### config.mk
export PLATFORM = sky130hd
export DESIGN_NAME = uart_regfront
export DESIGN_NICKNAME = d
export VERILOG_FILES = /design/src/rtl/uart_rf_pkg.sv /design/src/rtl/uart_rf_decode.sv /design/src/rtl/uart_rf_txmask.sv /design/src/rtl/uart_rf_rdmux.sv /design/src/rtl/uart_regfront.sv
export SDC_FILE = /design/constraint.sdc
export NUM_CORES = 1
export LEC_CHECK = 0
export CAP_MARGIN = 20
export CORE_ASPECT_RATIO = 1.4
export CORE_MARGIN = 1
export CORE_UTILIZATION = 50
export CTS_CLUSTER_SIZE = 10
export DETAILED_ROUTE_END_ITERATION = 6
export DONT_BUFFER_PORTS = 1
export SETUP_SLACK_MARGIN = 0.4
export SLEW_MARGIN = 40
export SYNTH_ARGS = -nofsm -noshare
export SYNTH_HDL_FRONTEND = slang
export SYNTH_SLANG_ARGS = --single-unit
### constraint.sdc
create_clock -name clk -period 3.1 [get_ports clk]
set_clock_uncertainty 0.2 [all_clocks]
set_input_delay 0.93 -clock clk [delete_from_list [all_inputs] [get_ports clk]]
set_output_delay 0.93 -clock clk [all_outputs]
set_load 0.01 [all_outputs]
### src/rtl/uart_rf_pkg.sv
package uart_rf_pkg;
  localparam int NREG  = 8;
  localparam int IDX_W = $clog2(NREG);

  typedef enum logic [IDX_W-1:0] {
    RG_DATA  = 3'd0,
    RG_IEN   = 3'd1,
    RG_IID   = 3'd2,
    RG_LCTL  = 3'd3,
    RG_MCTL  = 3'd4,
    RG_LSTAT = 3'd5,
    RG_MSTAT = 3'd6,
    RG_DIVR  = 3'd7
  } reg_idx_e;

  localparam int IEN_RX   = 0;
  localparam int IEN_TX   = 1;
  localparam int IID_TXB  = 1;
  localparam int IID_RXB  = 2;
  localparam int LST_RXRDY = 0;
  localparam int LST_THRE  = 5;
  localparam logic [7:0] IID_TX_CODE = 8'h02;
  localparam logic [7:0] LSTAT_RST   = 8'h20;
endpackage

### src/rtl/uart_rf_decode.sv
module uart_rf_decode
  import uart_rf_pkg::*;
#(
  parameter int ADDR_W = 6
) (
  input  logic              sel,
  input  logic [ADDR_W-1:0] addr,
  input  logic [3:0]        be,
  output logic              ok,
  output reg_idx_e          idx
);
  localparam int WORD_W = ADDR_W - 2;

  logic [WORD_W-1:0] word;
  assign word = addr[ADDR_W-1:2];

  always_comb begin
    ok  = sel && (be == 4'hF) && (addr[1:0] == 2'b00) && (word < WORD_W'(NREG));
    idx = reg_idx_e'(word[IDX_W-1:0]);
  end
endmodule

### src/rtl/uart_rf_txmask.sv
module uart_rf_txmask #(
  parameter int W = 8
) (
  input  logic [W-1:0] din,
  input  logic [1:0]   wl,
  output logic [W-1:0] dout
);
  localparam logic [W-1:0] FULL = {W{1'b1}};

  logic [W-1:0] mask;
  always_comb begin
    mask = FULL >> (2'd3 - wl);
    dout = din & mask;
  end
endmodule

### src/rtl/uart_rf_rdmux.sv
module uart_rf_rdmux
  import uart_rf_pkg::*;
#(
  parameter int REG_W = 8
) (
  input  reg_idx_e              idx,
  input  logic [NREG-1:0][REG_W-1:0] regs,
  output logic [REG_W-1:0]      val
);
  always_comb val = regs[idx];
endmodule

### src/rtl/uart_regfront.sv
module uart_regfront
  import uart_rf_pkg::*;
#(
  parameter int ADDR_W = 6,
  parameter int DATA_W = 32,
  parameter int REG_W  = 8
) (
  input  logic              clk,
  input  logic              rst,
  input  logic              bus_sel,
  input  logic              bus_we,
  input  logic [ADDR_W-1:0] bus_addr,
  input  logic [3:0]        bus_be,
  input  logic [DATA_W-1:0] bus_wdata,
  output logic [DATA_W-1:0] bus_rdata,
  output logic              bus_err,
  output logic              tx_valid,
  input  logic              tx_ready,
  output logic [REG_W-1:0]  tx_data,
  input  logic              rx_valid,
  input  logic [REG_W-1:0]  rx_data,
  output logic              irq
);
  localparam int PAD_W = DATA_W - REG_W;

  logic [REG_W-1:0] rxbuf_q, txhold_q, ien_q, iid_q, lctl_q, mctl_q, lstat_q, mstat_q, divr_q;
  logic [REG_W-1:0] rxbuf_n, txhold_n, ien_n, iid_n, lctl_n, mctl_n, lstat_n, mstat_n, divr_n;
  logic             pend_q, pend_n;
  logic             irq_n, err_n;
  logic [DATA_W-1:0] rdata_n;

  logic             acc_ok;
  reg_idx_e         acc_idx;
  logic [REG_W-1:0] rd_val;
  logic [NREG-1:0][REG_W-1:0] reg_vec;
  logic [REG_W-1:0] wbyte;
  logic             take;

  uart_rf_decode #(.ADDR_W(ADDR_W)) u_dec (
    .sel(bus_sel), .addr(bus_addr), .be(bus_be), .ok(acc_ok), .idx(acc_idx)
  );

  always_comb begin
    reg_vec           = '0;
    reg_vec[RG_DATA]  = rxbuf_q;
    reg_vec[RG_IEN]   = ien_q;
    reg_vec[RG_IID]   = iid_q;
    reg_vec[RG_LCTL]  = lctl_q;
    reg_vec[RG_MCTL]  = mctl_q;
    reg_vec[RG_LSTAT] = lstat_q;
    reg_vec[RG_MSTAT] = mstat_q;
    reg_vec[RG_DIVR]  = divr_q;
  end

  uart_rf_rdmux #(.REG_W(REG_W)) u_mux (.idx(acc_idx), .regs(reg_vec), .val(rd_val));

  uart_rf_txmask #(.W(REG_W)) u_msk (.din(txhold_q), .wl(lctl_q[1:0]), .dout(tx_data));

  assign tx_valid = pend_q;
  assign take     = pend_q && tx_ready;
  assign wbyte    = bus_wdata[REG_W-1:0];

  // Event order within a cycle: transmit handshake, then bus access, then receive arrival.
  always_comb begin
    rxbuf_n = rxbuf_q; txhold_n = txhold_q; ien_n = ien_q; iid_n = iid_q;
    lctl_n = lctl_q; mctl_n = mctl_q; lstat_n = lstat_q; mstat_n = mstat_q;
    divr_n = divr_q; pend_n = pend_q;

    if (take) begin
      pend_n            = 1'b0;
      lstat_n[LST_THRE] = 1'b1;
      iid_n             = IID_TX_CODE;
    end

    if (acc_ok && bus_we) begin
      unique case (acc_idx)
        RG_DATA: begin
          txhold_n          = wbyte;
          pend_n            = 1'b1;
          lstat_n[LST_THRE] = 1'b0;
          iid_n[IID_TXB]    = 1'b0;
        end
        RG_IEN: begin
          ien_n = wbyte;
          if (wbyte[IEN_TX] && lstat_n[LST_THRE]) iid_n[IID_TXB] = 1'b1;
        end
        RG_IID:   iid_n   = wbyte;
        RG_LCTL:  lctl_n  = wbyte;
        RG_MCTL:  mctl_n  = wbyte;
        RG_LSTAT: lstat_n = wbyte;
        RG_MSTAT: mstat_n = wbyte;
        RG_DIVR:  divr_n  = wbyte;
        default: ;
      endcase
    end else if (acc_ok && (acc_idx == RG_DATA)) begin
      lstat_n[LST_RXRDY] = 1'b0;
      iid_n[IID_RXB]     = 1'b0;
    end

    if (rx_valid) begin
      rxbuf_n            = rx_data;
      lstat_n[LST_RXRDY] = 1'b1;
      if (ien_n[IEN_RX]) iid_n[IID_RXB] = 1'b1;
    end

    irq_n   = (ien_n[IEN_TX] && iid_n[IID_TXB]) || (ien_n[IEN_RX] && iid_n[IID_RXB]);
    rdata_n = (acc_ok && !bus_we) ? {{PAD_W{1'b0}}, rd_val} : '0;
    err_n   = bus_sel && !acc_ok;
  end

  always_ff @(posedge clk) begin
    if (rst) begin
      rxbuf_q <= '0; txhold_q <= '0; ien_q <= '0; iid_q <= '0;
      lctl_q <= '0; mctl_q <= '0; lstat_q <= LSTAT_RST; mstat_q <= '0;
      divr_q <= '0; pend_q <= 1'b0; irq <= 1'b0;
      bus_rdata <= '0; bus_err <= 1'b0;
    end else begin
      rxbuf_q <= rxbuf_n; txhold_q <= txhold_n; ien_q <= ien_n; iid_q <= iid_n;
      lctl_q <= lctl_n; mctl_q <= mctl_n; lstat_q <= lstat_n; mstat_q <= mstat_n;
      divr_q <= divr_n; pend_q <= pend_n; irq <= irq_n;
      bus_rdata <= rdata_n; bus_err <= err_n;
    end
  end


  bad_rd_zero_chk: assert property (@(posedge clk) disable iff (rst)
    bus_err |-> (bus_rdata == '0));

  bad_wr_inert_chk: assert property (@(posedge clk) disable iff (rst)
    (bus_sel && bus_we && !acc_ok && !rx_valid && !take)
      |=> ($stable(ien_q) && $stable(lctl_q) && $stable(divr_q) && $stable(iid_q) && $stable(lstat_q)));

  thr_load_chk: assert property (@(posedge clk) disable iff (rst)
    (acc_ok && bus_we && acc_idx == RG_DATA) |=> (tx_valid && !lstat_q[LST_THRE] && !iid_q[IID_TXB]));

  tx_taken_chk: assert property (@(posedge clk) disable iff (rst)
    (tx_valid && tx_ready && !(acc_ok && bus_we)) |=> (!tx_valid && lstat_q[LST_THRE] && iid_q[IID_TXB]));

  wl5_mask_chk: assert property (@(posedge clk) disable iff (rst)
    (lctl_q[1:0] == 2'b00) |-> (tx_data[7:5] == 3'b000));

  ien_off_chk: assert property (@(posedge clk) disable iff (rst)
    (acc_ok && bus_we && acc_idx == RG_IEN && bus_wdata[1:0] == 2'b00) |=> !irq);

  rbr_read_chk: assert property (@(posedge clk) disable iff (rst)
    (acc_ok && !bus_we && acc_idx == RG_DATA && !rx_valid) |=> (!lstat_q[LST_RXRDY] && !iid_q[IID_RXB]));
endmodule

After elaboration in Yosys (flattened, before gate mapping)
Index checks and enable logic that the tools add are counted.
{"block": "word_totals", "reg_bits": 107, "wordCells": 83, "output_inout_bits": 43}
{"block": "op_classes", "order_cmp": 2, "bitwise": 2, "addsub": 1, "eq_ne": 9, "reduce_logical": 26, "shift": 1, "muxes": 25}
{"operator": "8-bit binary-select mux with 3-bit select", "count": 1}
{"operator": "8-bit two-way mux", "count": 2}
{"operator": "2-bit AND reduction", "count": 8}
{"operator": "5-bit two-way mux", "count": 3}
{"operator": "1-bit two-way mux", "count": 13}
{"operator": "3-bit == test (second input constant)", "count": 4}
{"operator": "1-bit logical AND", "count": 11}
{"operator": "8-bit bitwise AND", "count": 1}
{"operator": "8-bit by 2-bit >> shifter with 8-bit output (first input constant)", "count": 1}
{"operator": "3-bit by 2-bit == test with 1-bit output (second input constant)", "count": 2}
{"operator": "2-bit two-way mux", "count": 3}
{"operator": "6-bit two-way mux", "count": 1}
{"operator": "4-bit == test (second input constant)", "count": 1}
{"operator": "3-bit by 4-bit less-than comparator with 1-bit output (second input constant)", "count": 1}
{"operator": "4-bit less-than comparator (second input constant)", "count": 1}
{"operator": "3-bit by 1-bit == test with 1-bit output (second input constant)", "count": 1}
{"operator": "3-bit zero test", "count": 1}
{"operator": "3-bit by 2-bit != test with 1-bit output (second input constant)", "count": 1}
{"operator": "1-bit case mux with 3 select lines", "count": 1}
{"operator": "3-bit nonzero test", "count": 1}
{"operator": "1-bit zero test", "count": 2}
{"operator": "2-bit zero test", "count": 1}
{"operator": "1-bit case mux with 2 select lines", "count": 1}
{"operator": "2-bit OR reduction", "count": 1}
{"operator": "3 further kinds", "count": 3}

Longest topological paths before layout
Gate-level depths: netlist of the first run.
{"block": "depth", "depth_word": 11, "ltp_mapped": 6}

Hierarchy
A second synthesis of the first run with hierarchy kept.
{"block": "unflattened", "cells_unflattened": 369, "area_unflattened_um2": 3834.9}
{"mod": "uart_regfront", "seq_area_each_um2": 1661.6, "area_each_um2": 3178.0, "n_inst": 1, "cells_each": 326}
{"mod": "uart_rf_rdmux", "seq_area_each_um2": 0.0, "area_each_um2": 550.5, "n_inst": 1, "cells_each": 29}
{"mod": "uart_rf_txmask", "seq_area_each_um2": 0.0, "area_each_um2": 58.8, "n_inst": 1, "cells_each": 8}
{"mod": "uart_rf_decode", "seq_area_each_um2": 0.0, "area_each_um2": 47.5, "n_inst": 1, "cells_each": 6}

Worst setup path after synthesis of the first run
No wires, ideal clock.
{"block": "synth_path", "path_type": "in2reg", "startpoint": "in bus_addr[1]", "endpoint": "reg irq", "arrival_time_ns": 2.598, "stages": 6, "slack_ns": 0.185, "path_buffers": 1, "required_time_ns": 2.783, "path_cell_list": "or4b_4 or4_1 buf_2 mux2i_1 a21o_1 a22o_1"}
{"block": "synth_between", "elab_chain_len": 10}
{"element": "start, declared", "line": "uart_regfront.sv:12", "rtl": "input logic [ADDR_W-1:0] bus_addr,"}
{"element": "2-bit zero test *", "line": "uart_rf_decode.sv:18", "rtl": "ok = sel && (be == 4'hF) && (addr[1:0] == 2'b00) && (word < WORD_W'(NREG));"}
{"element": "1-bit logical AND * (2 in a row)", "line": "uart_rf_decode.sv:18"}
{"element": "1-bit logical AND", "line": "uart_regfront.sv:95", "rtl": "end else if (acc_ok && (acc_idx == RG_DATA)) begin"}
{"element": "1-bit two-way mux", "line": "uart_regfront.sv:95"}
{"element": "1-bit two-way mux", "line": "uart_regfront.sv:75", "rtl": "if (acc_ok && bus_we) begin"}
{"element": "1-bit two-way mux", "line": "uart_regfront.sv:103", "rtl": "if (ien_n[IEN_RX]) iid_n[IID_RXB] = 1'b1;"}
{"element": "1-bit two-way mux", "line": "uart_regfront.sv:100", "rtl": "if (rx_valid) begin"}
{"element": "1-bit logical AND", "line": "uart_regfront.sv:106", "rtl": "irq_n = (ien_n[IEN_TX] && iid_n[IID_TXB]) || (ien_n[IEN_RX] && iid_n[IID_RXB]);"}
{"element": "1-bit logical OR *", "line": "uart_regfront.sv:106"}
{"element": "end signal, assigned", "line": "uart_regfront.sv:120", "rtl": "divr_q <= divr_n; pend_q <= pend_n; irq <= irq_n;"}
{"element": "end, declared", "line": "uart_regfront.sv:22", "rtl": "output logic irq"}
Mark *: on every way between the ends. The rest lies on a longest branch, timed or not.
A chain may end at the register's enable or synchronous reset.

Final worst setup path of the first run
{"block": "layout_path", "startpoint": "in bus_addr[1]", "endpoint": "reg lstat_q[3]"}
{"block": "layout_between", "elab_chain_len": 5}
{"element": "2-bit zero test", "line": "uart_rf_decode.sv:18"}
{"element": "1-bit logical AND (2 in a row)", "line": "uart_rf_decode.sv:18"}
{"element": "1-bit logical AND", "line": "uart_regfront.sv:75"}
{"element": "2-bit AND reduction (no source line)"}
{"element": "end signal, assigned", "line": "uart_regfront.sv:119", "rtl": "lctl_q <= lctl_n; mctl_q <= mctl_n; lstat_q <= lstat_n; mstat_q <= mstat_n;"}
{"element": "end, declared", "line": "uart_regfront.sv:26", "rtl": "logic [REG_W-1:0] rxbuf_q, txhold_q, ien_q, iid_q, lctl_q, mctl_q, lstat_q, mstat_q, divr_q;"}
Every way passes these cells.

==> results of run 1 <==
==> per-layer routing <==
layer / GRT usage / vias to the layer above / part of all wire
li1: - / 1171 / -
met1: 0.2740 / 1157 / 0.44
met2: 0.3546 / 57 / 0.50
met3: 0.05039 / 9 / 0.045
met4: 0.08895 / 0 / 0.016
met5: 0 / - / 0
==> worst max-delay path, stage by stage <==
cell and delay [ns]:
nor4b_1 0.47, nand4_1 0.40, nor2_2 0.17, buf_4 0.24
mux2i_1 0.21, nor2_1 0.05
==> layout make-up <==
cell class                 instances  area, um^2
clock inverter                     3       46.29
fill                             656        3178
sequential                        83        1662
timing repair buffer               8       60.06
multi-input combinational        248        1841
tap                               95       118.9
clock buffer                      13       158.9
inverter                           2       7.507
==> through the flow <==
| stage | std cells | util | total power, mW | hold slack [ns] | worst slack, ns |
|---|---|---|---|---|---|
| 2_1_floorplan | 387 | - | 1.211 | 0.2404 | 0.3234 |
| 3_3_place_gp | 436 | 0.5216 | 1.157 | 0.2420 | 0.3088 |
| 3_5_place_dp | 436 | 0.5216 | 1.158 | 0.2529 | 0.3082 |
| 4_1_cts | 452 | 0.5506 | 1.954 | 0.2649 | 0.6860 |
| 5_1_grt | 452 | 0.5506 | 2.012 | 0.2872 | 0.5675 |
| 6_report | 452 | 0.5506 | 1.934 | 0.2595 | 0.6677 |
==> kinds of logic (layout without fill, tap and decap cells) <==
family	Yosys count	in the layout	share of synthesized area
flops	83	83	0.4456
mux	87	87	0.2872
buf+inv	56	26	0.08624
compound gates	19	19	0.02853
simple gates	118	118	0.1513
other cells	1	24	0.001006
==> power groups by stage <==
stage / Sequential, mW / Combinational, mW / Clock [mW]
2_1_floorplan: 1.10 / 0.110 / 0
3_3_place_gp: 1.10 / 0.0544 / 0
3_5_place_dp: 1.10 / 0.0546 / 0
4_1_cts: 1.08 / 0.0548 / 0.821
5_1_grt: 1.08 / 0.0611 / 0.872
6_report: 1.08 / 0.0549 / 0.801
==> final timing paths <==
path,start,endpoint,slack (ns)
setup / recovery,bus_addr[1],lstat_q[3],0.67
hold / removal,iid_q[5],iid_q[5],0.26
setup reg to reg,tx_valid,irq,1.56
hold reg to reg,iid_q[5],iid_q[5],0.26
==> state kept, by name, summed over array words and instances, names as in the netlist <==
name       count
bus_err        1
bus_rdata      8
divr_q         8
ien_q          8
iid_q          8
irq            1
lctl_q         8
lstat_q        8
mctl_q         8
mstat_q        8
rxbuf_q        8
tx_valid       1
txhold_q       8
==> cells in the final DEF (no fill, tap or decap), types with 2 or more instances in the layout <==
cell and count:
nor2_1 73, or3_1 3, nand2_1 11, o21ai_0 2, a21oi_1 13, mux4_2 16
nand2b_1 3, conb_1 24, nor2_2 4, clkbuf_8 11, mux2i_1 71, dfxtp_1 83
clkbuf_1 2, inv_1 2, nand4_1 2, buf_4 8, nand3_1 7, nor2b_1 2
==> run metrics, run 1 <==
1st-iter DRT viols=136; Max IR drop VDD=roughly 0.32 mV; Initial DRT Pass Iterations=4; CTS Sinks=83; Final Cycle Share=0.7846; max cap viols=0; Clock power frac=0.414; Achievable Freq=between 400 and 500 MHz; die area=7812 um^2; Synth area leaders=dfxtp_1 45%, mux2i_1 19%, mux4_2 9.7%, nor2_1 7.3%, buf_4 5.8%; most numerous cell in the Yosys netlist=dfxtp_1; DIE HEIGHT=104.2 um; top_reg_cell synth=dfxtp_1; CTS buffer count=9; crit path capture type=flip-flop; Critical Path RT=3.15 ns; DP Area=~3700 um^2; core area=7072 um^2; Resized cells post-CTS=0; FFs w/ async S/R, synth=0; Post-Syn Area=3729 um^2; Slew HR=0.6671; Synth area leader=dfxtp_1; syn avg cell area=between 10 and 15 um^2; Clk Latency, worst-skew pair=0.36 ns; number of remaining DRC errors=0; Global Route Usage Sum=0.2188; Layout Nets=408; DR WL/cell=17.38 um; RSZ-0062 raised after global routing=false; Hold Buf Count CTS=0; # IOs=between 90 and 100; Distinct cells, synth=36; LEAKAGE=roughly 1.4 nW; Int Power=roughly 1.5 mW; global placer's final weighted congestion=0.7679; post-route cell area=just under 4000 um^2; NetSw=0.4123 mW; power density cells=496.6 nW/um^2; Clock Path Buffers=2; input/output buffers=0; via count=2394; Final Setup Violations=0; initial antenna violation count=0; Die Width=74.99 um; Layout area overhead=4.429%; CTS tree=built; Reg power frac=0.557; sequential area share after synthesis=0.4456; Tightest Pin Transition=0.4924 ns; Startpoint Class=input pin; TNS Setup=0 ns; FF+latch count, synth=83; number of flops mapped to enable cells by yosys=0; number of setup buffers added after CTS=0; worst path arrival time=2.48 ns; clock-pin slew on the worst setup and hold paths=0.08 ns; cell types with the highest counts after synthesis=83 x dfxtp_1, 73 x nor2_1, 71 x mux2i_1; max-slew violation count=0; FF-to-FF path depth=5; first-pass GRT wire length=approximately 12 mm; Antenna diodes=0; Min-Delay Path Class=reg -> reg; hold path cells=2; num rows=36; largest net degree at the start of global routing=76; share of cells above drive strength 1=0.1317; Yosys top cell area share=0.4456; Mapped Cells=364; combinational share of power=0.028; Starting Density=0.5272; crit path kind=in -> reg; via density per instance=between 5 and 6; vias in the first global route=around 2400; DP Wirelength=5.135 mm; H-tree depth=3; crit path time final=2.432 ns; Detail Route Antenna Nets=0; CP max FO=10; root buffer cell=clkbuf_8; total grt overflow=0; sw frac=0.2132; DRT Wirelength=~7.9 mm; status=finished, final reports clean; Hold Vio Cnt, Final=0; Ys Warns=0
(Power assumes the default switching activity.)
==> inputs of run 2 (changes only) <==
--- a/config.mk
+++ b/config.mk
@@ -5,6 +5,7 @@
 export SDC_FILE = /design/constraint.sdc
 export NUM_CORES = 1
 export LEC_CHECK = 0
+export ABC_AREA = 1
 export CAP_MARGIN = 20
 export CORE_ASPECT_RATIO = 1.4
 export CORE_MARGIN = 1
@@ -12,6 +13,7 @@
 export CTS_CLUSTER_SIZE = 10
 export DETAILED_ROUTE_END_ITERATION = 6
 export DONT_BUFFER_PORTS = 1
+export PLACE_DENSITY = 0.68
 export SETUP_SLACK_MARGIN = 0.4
 export SLEW_MARGIN = 40
 export SYNTH_ARGS = -nofsm -noshare
==> constraint.sdc (replaced) <==
create_clock -name clk -period 2.1 [get_ports clk]
set_clock_uncertainty 0.2 [all_clocks]
set_input_delay 0.63 -clock clk [delete_from_list [all_inputs] [get_ports clk]]
set_output_delay 0.63 -clock clk [all_outputs]
set_load 0.01 [all_outputs]
==> run metrics, run 2 <==
Critical Path RT=1.27 ns (-1.88 ns); DRT Wirelength=9.101 mm (+16%); share of cells above drive strength 1=0.1311 (-0.0005934); most numerous cell in the Yosys netlist=nand2_1; Die Width=77.60 um (+3.5%); Layout Nets=608 (+49%); Achievable Freq=566.3 MHz; critical path's slowest cell=dfxtp_4; LEAKAGE=1.876 nW (+35%); 1st-iter DRT viols=223 (+64%); FFs w/ async S/R, synth=0 (unchanged); TNS Setup=0 ns (unchanged); crit path capture type=output pin; Final Cycle Share=0.8409; number of remaining DRC errors=0 (unchanged); Starting Density=0.5161 (-0.01110); FF+latch count, synth=83 (unchanged); Ys Warns=0 (unchanged); Detail Route Antenna Nets=0 (unchanged); Final Setup Violations=0 (unchanged); CP max FO=4 (-6); CTS tree=built; Yosys top cell area share=0.4154 (-0.03025); DR WL/cell=13.85 um (-20%); Initial DRT Pass Iterations=4 (unchanged); Antenna diodes=0 (unchanged); max-slew violation count=0 (unchanged); syn avg cell area=7.181 um^2 (-30%); Synth area leaders=dfxtp_1 42%, nand2_1 12%, nor2_1 9.4%, buf_4 6.0%, inv_1 4.9%; Startpoint Class=flip-flop; cell types with the highest counts after synthesis=128 x nand2_1, 100 x nor2_1, 83 x dfxtp_1; core area=7750 um^2 (+9.6%); top_reg_cell synth=dfxtp_1; H-tree depth=3 (unchanged); largest net degree at the start of global routing=42 (-45%); number of flops mapped to enable cells by yosys=0 (unchanged); post-route setup slack=0.3341 ns (-0.3336 ns); Synth area leader=dfxtp_1; via density per instance=5.090 (-3.9%); DP Wirelength=6.723 mm (+31%); commonest cells after routing, fill and taps aside=123 x nand2_1, 100 x nor2_1, 81 x dfxtp_1, 47 x inv_1, 29 x o21ai_0; worst path arrival time=0.94 ns (-1.54 ns); DIE HEIGHT=107.8 um (+3.5%); Post-Syn Area=4000 um^2 (+7.3%); max incr delay on CP=0.38 ns (-0.09 ns); total grt overflow=0 (unchanged); first-pass GRT wire length=14.72 mm (+20%); sequential area share after synthesis=0.4154 (-0.03025); worst slack at placement=0.1251 ns (-0.1831 ns); max cap viols=0 (unchanged); power density cells=685.2 nW/um^2 (+38%); Power Total=2.899 mW (+50%); status=finished, final reports clean; Max IR drop VDD=0.4161 mV (+30%); clock-pin slew on the worst setup and hold paths=0.08 ns (about the same); input/output buffers=0 (unchanged); Core Util, Final=0.5460 (-0.004590); initial antenna violation count=0 (unchanged); Clk Latency, worst-skew pair=0.36 ns (about the same); vias in the first global route=3058 (+30%); Crit path max-delay family=flip-flops; num rows=38 (+5.6%); reg-to-reg slack, setup=0.56 ns (-1.00 ns); Distinct cells, synth=34 (-5.6%); root buffer cell=clkbuf_8; WP buf/inv=0 (-1); crit path kind=reg -> out; CP Cell Sequence=and3_4; Layout fillers=789 (+20%); hold slack=0.1409 ns (-0.1186 ns); Layout area overhead=5.787%; Clock Path Buffers=2 (unchanged); via count=3344 (+40%); CTS Sinks=83 (unchanged); Mapped Cells=557 (+53%); Global Route Usage Sum=0.2316 (+0.01281); commonest non-fill, non-tap cell in the layout=nand2_1; # IOs=99 (unchanged); RSZ-0062 raised after global routing=true; Min-Delay Path Class=in -> reg; die area=8367 um^2 (+7.1%); crit path time final=1.766 ns; global placer's final weighted congestion=0.8898 (+16%); CTS buffer count=9 (unchanged); Hold Vio Cnt, Final=0 (unchanged)
[run 2: cell types whose count changed after synthesis, sizes merged, moves of 4 or more]
cell    previous run  this run
a211oi             0        15
a21oi             13        27
a22oi              0         8
buf               35        39
clkbuf            19        11
inv                2        57
mux2i             71         0
mux4              16         0
nand2             11       134
nand3              7        12
nor2              77       111
nor3               2         9
o21ai              2        31
o22ai              0        11
[run 2: what timing repair did]
item	CTS	global route
resized for setup	5	2
setup endpoints to repair	3	5
setup buffers	1	0
hold buffers	0	0
pin swaps	1	0
[run 2: cell type report]
| class | instances | area, um^2 | share of cell area |
|---|---|---|---|
| tap | 100 | 125.1 | 0.02957 |
| timing repair buffer | 11 | 95.09 | 0.02247 |
| clock inverter | 4 | 48.80 | 0.01153 |
| sequential | 83 | 1667 | 0.3939 |
| clock buffer | 12 | 145.1 | 0.03430 |
| multi-input combinational | 389 | 1899 | 0.4488 |
| inverter | 58 | 251.5 | 0.05943 |
[run 2: cells by family after synthesis]
kind of cell / after synthesis / synth area share
flip-flops: 83 / 0.4154
buffers and inverters: 108 / 0.1401
other: 1 / 0.0009375
AO/OA/AOI/OAI: 96 / 0.1486
AND/OR/NAND/NOR: 269 / 0.2950
[run 2: final timing paths]
path | depth (start not counted) | from | to
setup / recovery | 1 | lctl_q[1] | tx_data[7]
hold / removal | 1 | rst | tx_valid
setup reg to reg | 8 | tx_valid | irq
hold reg to reg | 2 | lstat_q[1] | lstat_q[1]
[run 2: metrics by stage]
| step | instance area, um^2 | instances |
|---|---|---|
| 2_1_floorplan | 4153 | 580 |
| 3_3_place_gp | 4013 | 640 |
| 3_5_place_dp | 4013 | 640 |
| 4_1_cts | 4224 | 657 |
| 5_1_grt | 4232 | 657 |
| 6_report | 4232 | 657 |
[run 2: routing by layer]
layer | vias up | wire, um | global-route usage
met1 | 1524 | 3778 | 0.2654
met2 | 97 | 4628 | 0.3963
met3 | 19 | 429 | 0.05000
met4 | 0 | 264 | 0.1294
met5 | - | 0 | 0
li1 | 1704 | - | -
[run 2: power by group]
part	total, mW	switching (mW)	internal (mW)
Combinational	0.160	0.114	0.0461
Clock	1.15	0.565	0.584
Sequential	1.59	0.00686	1.58
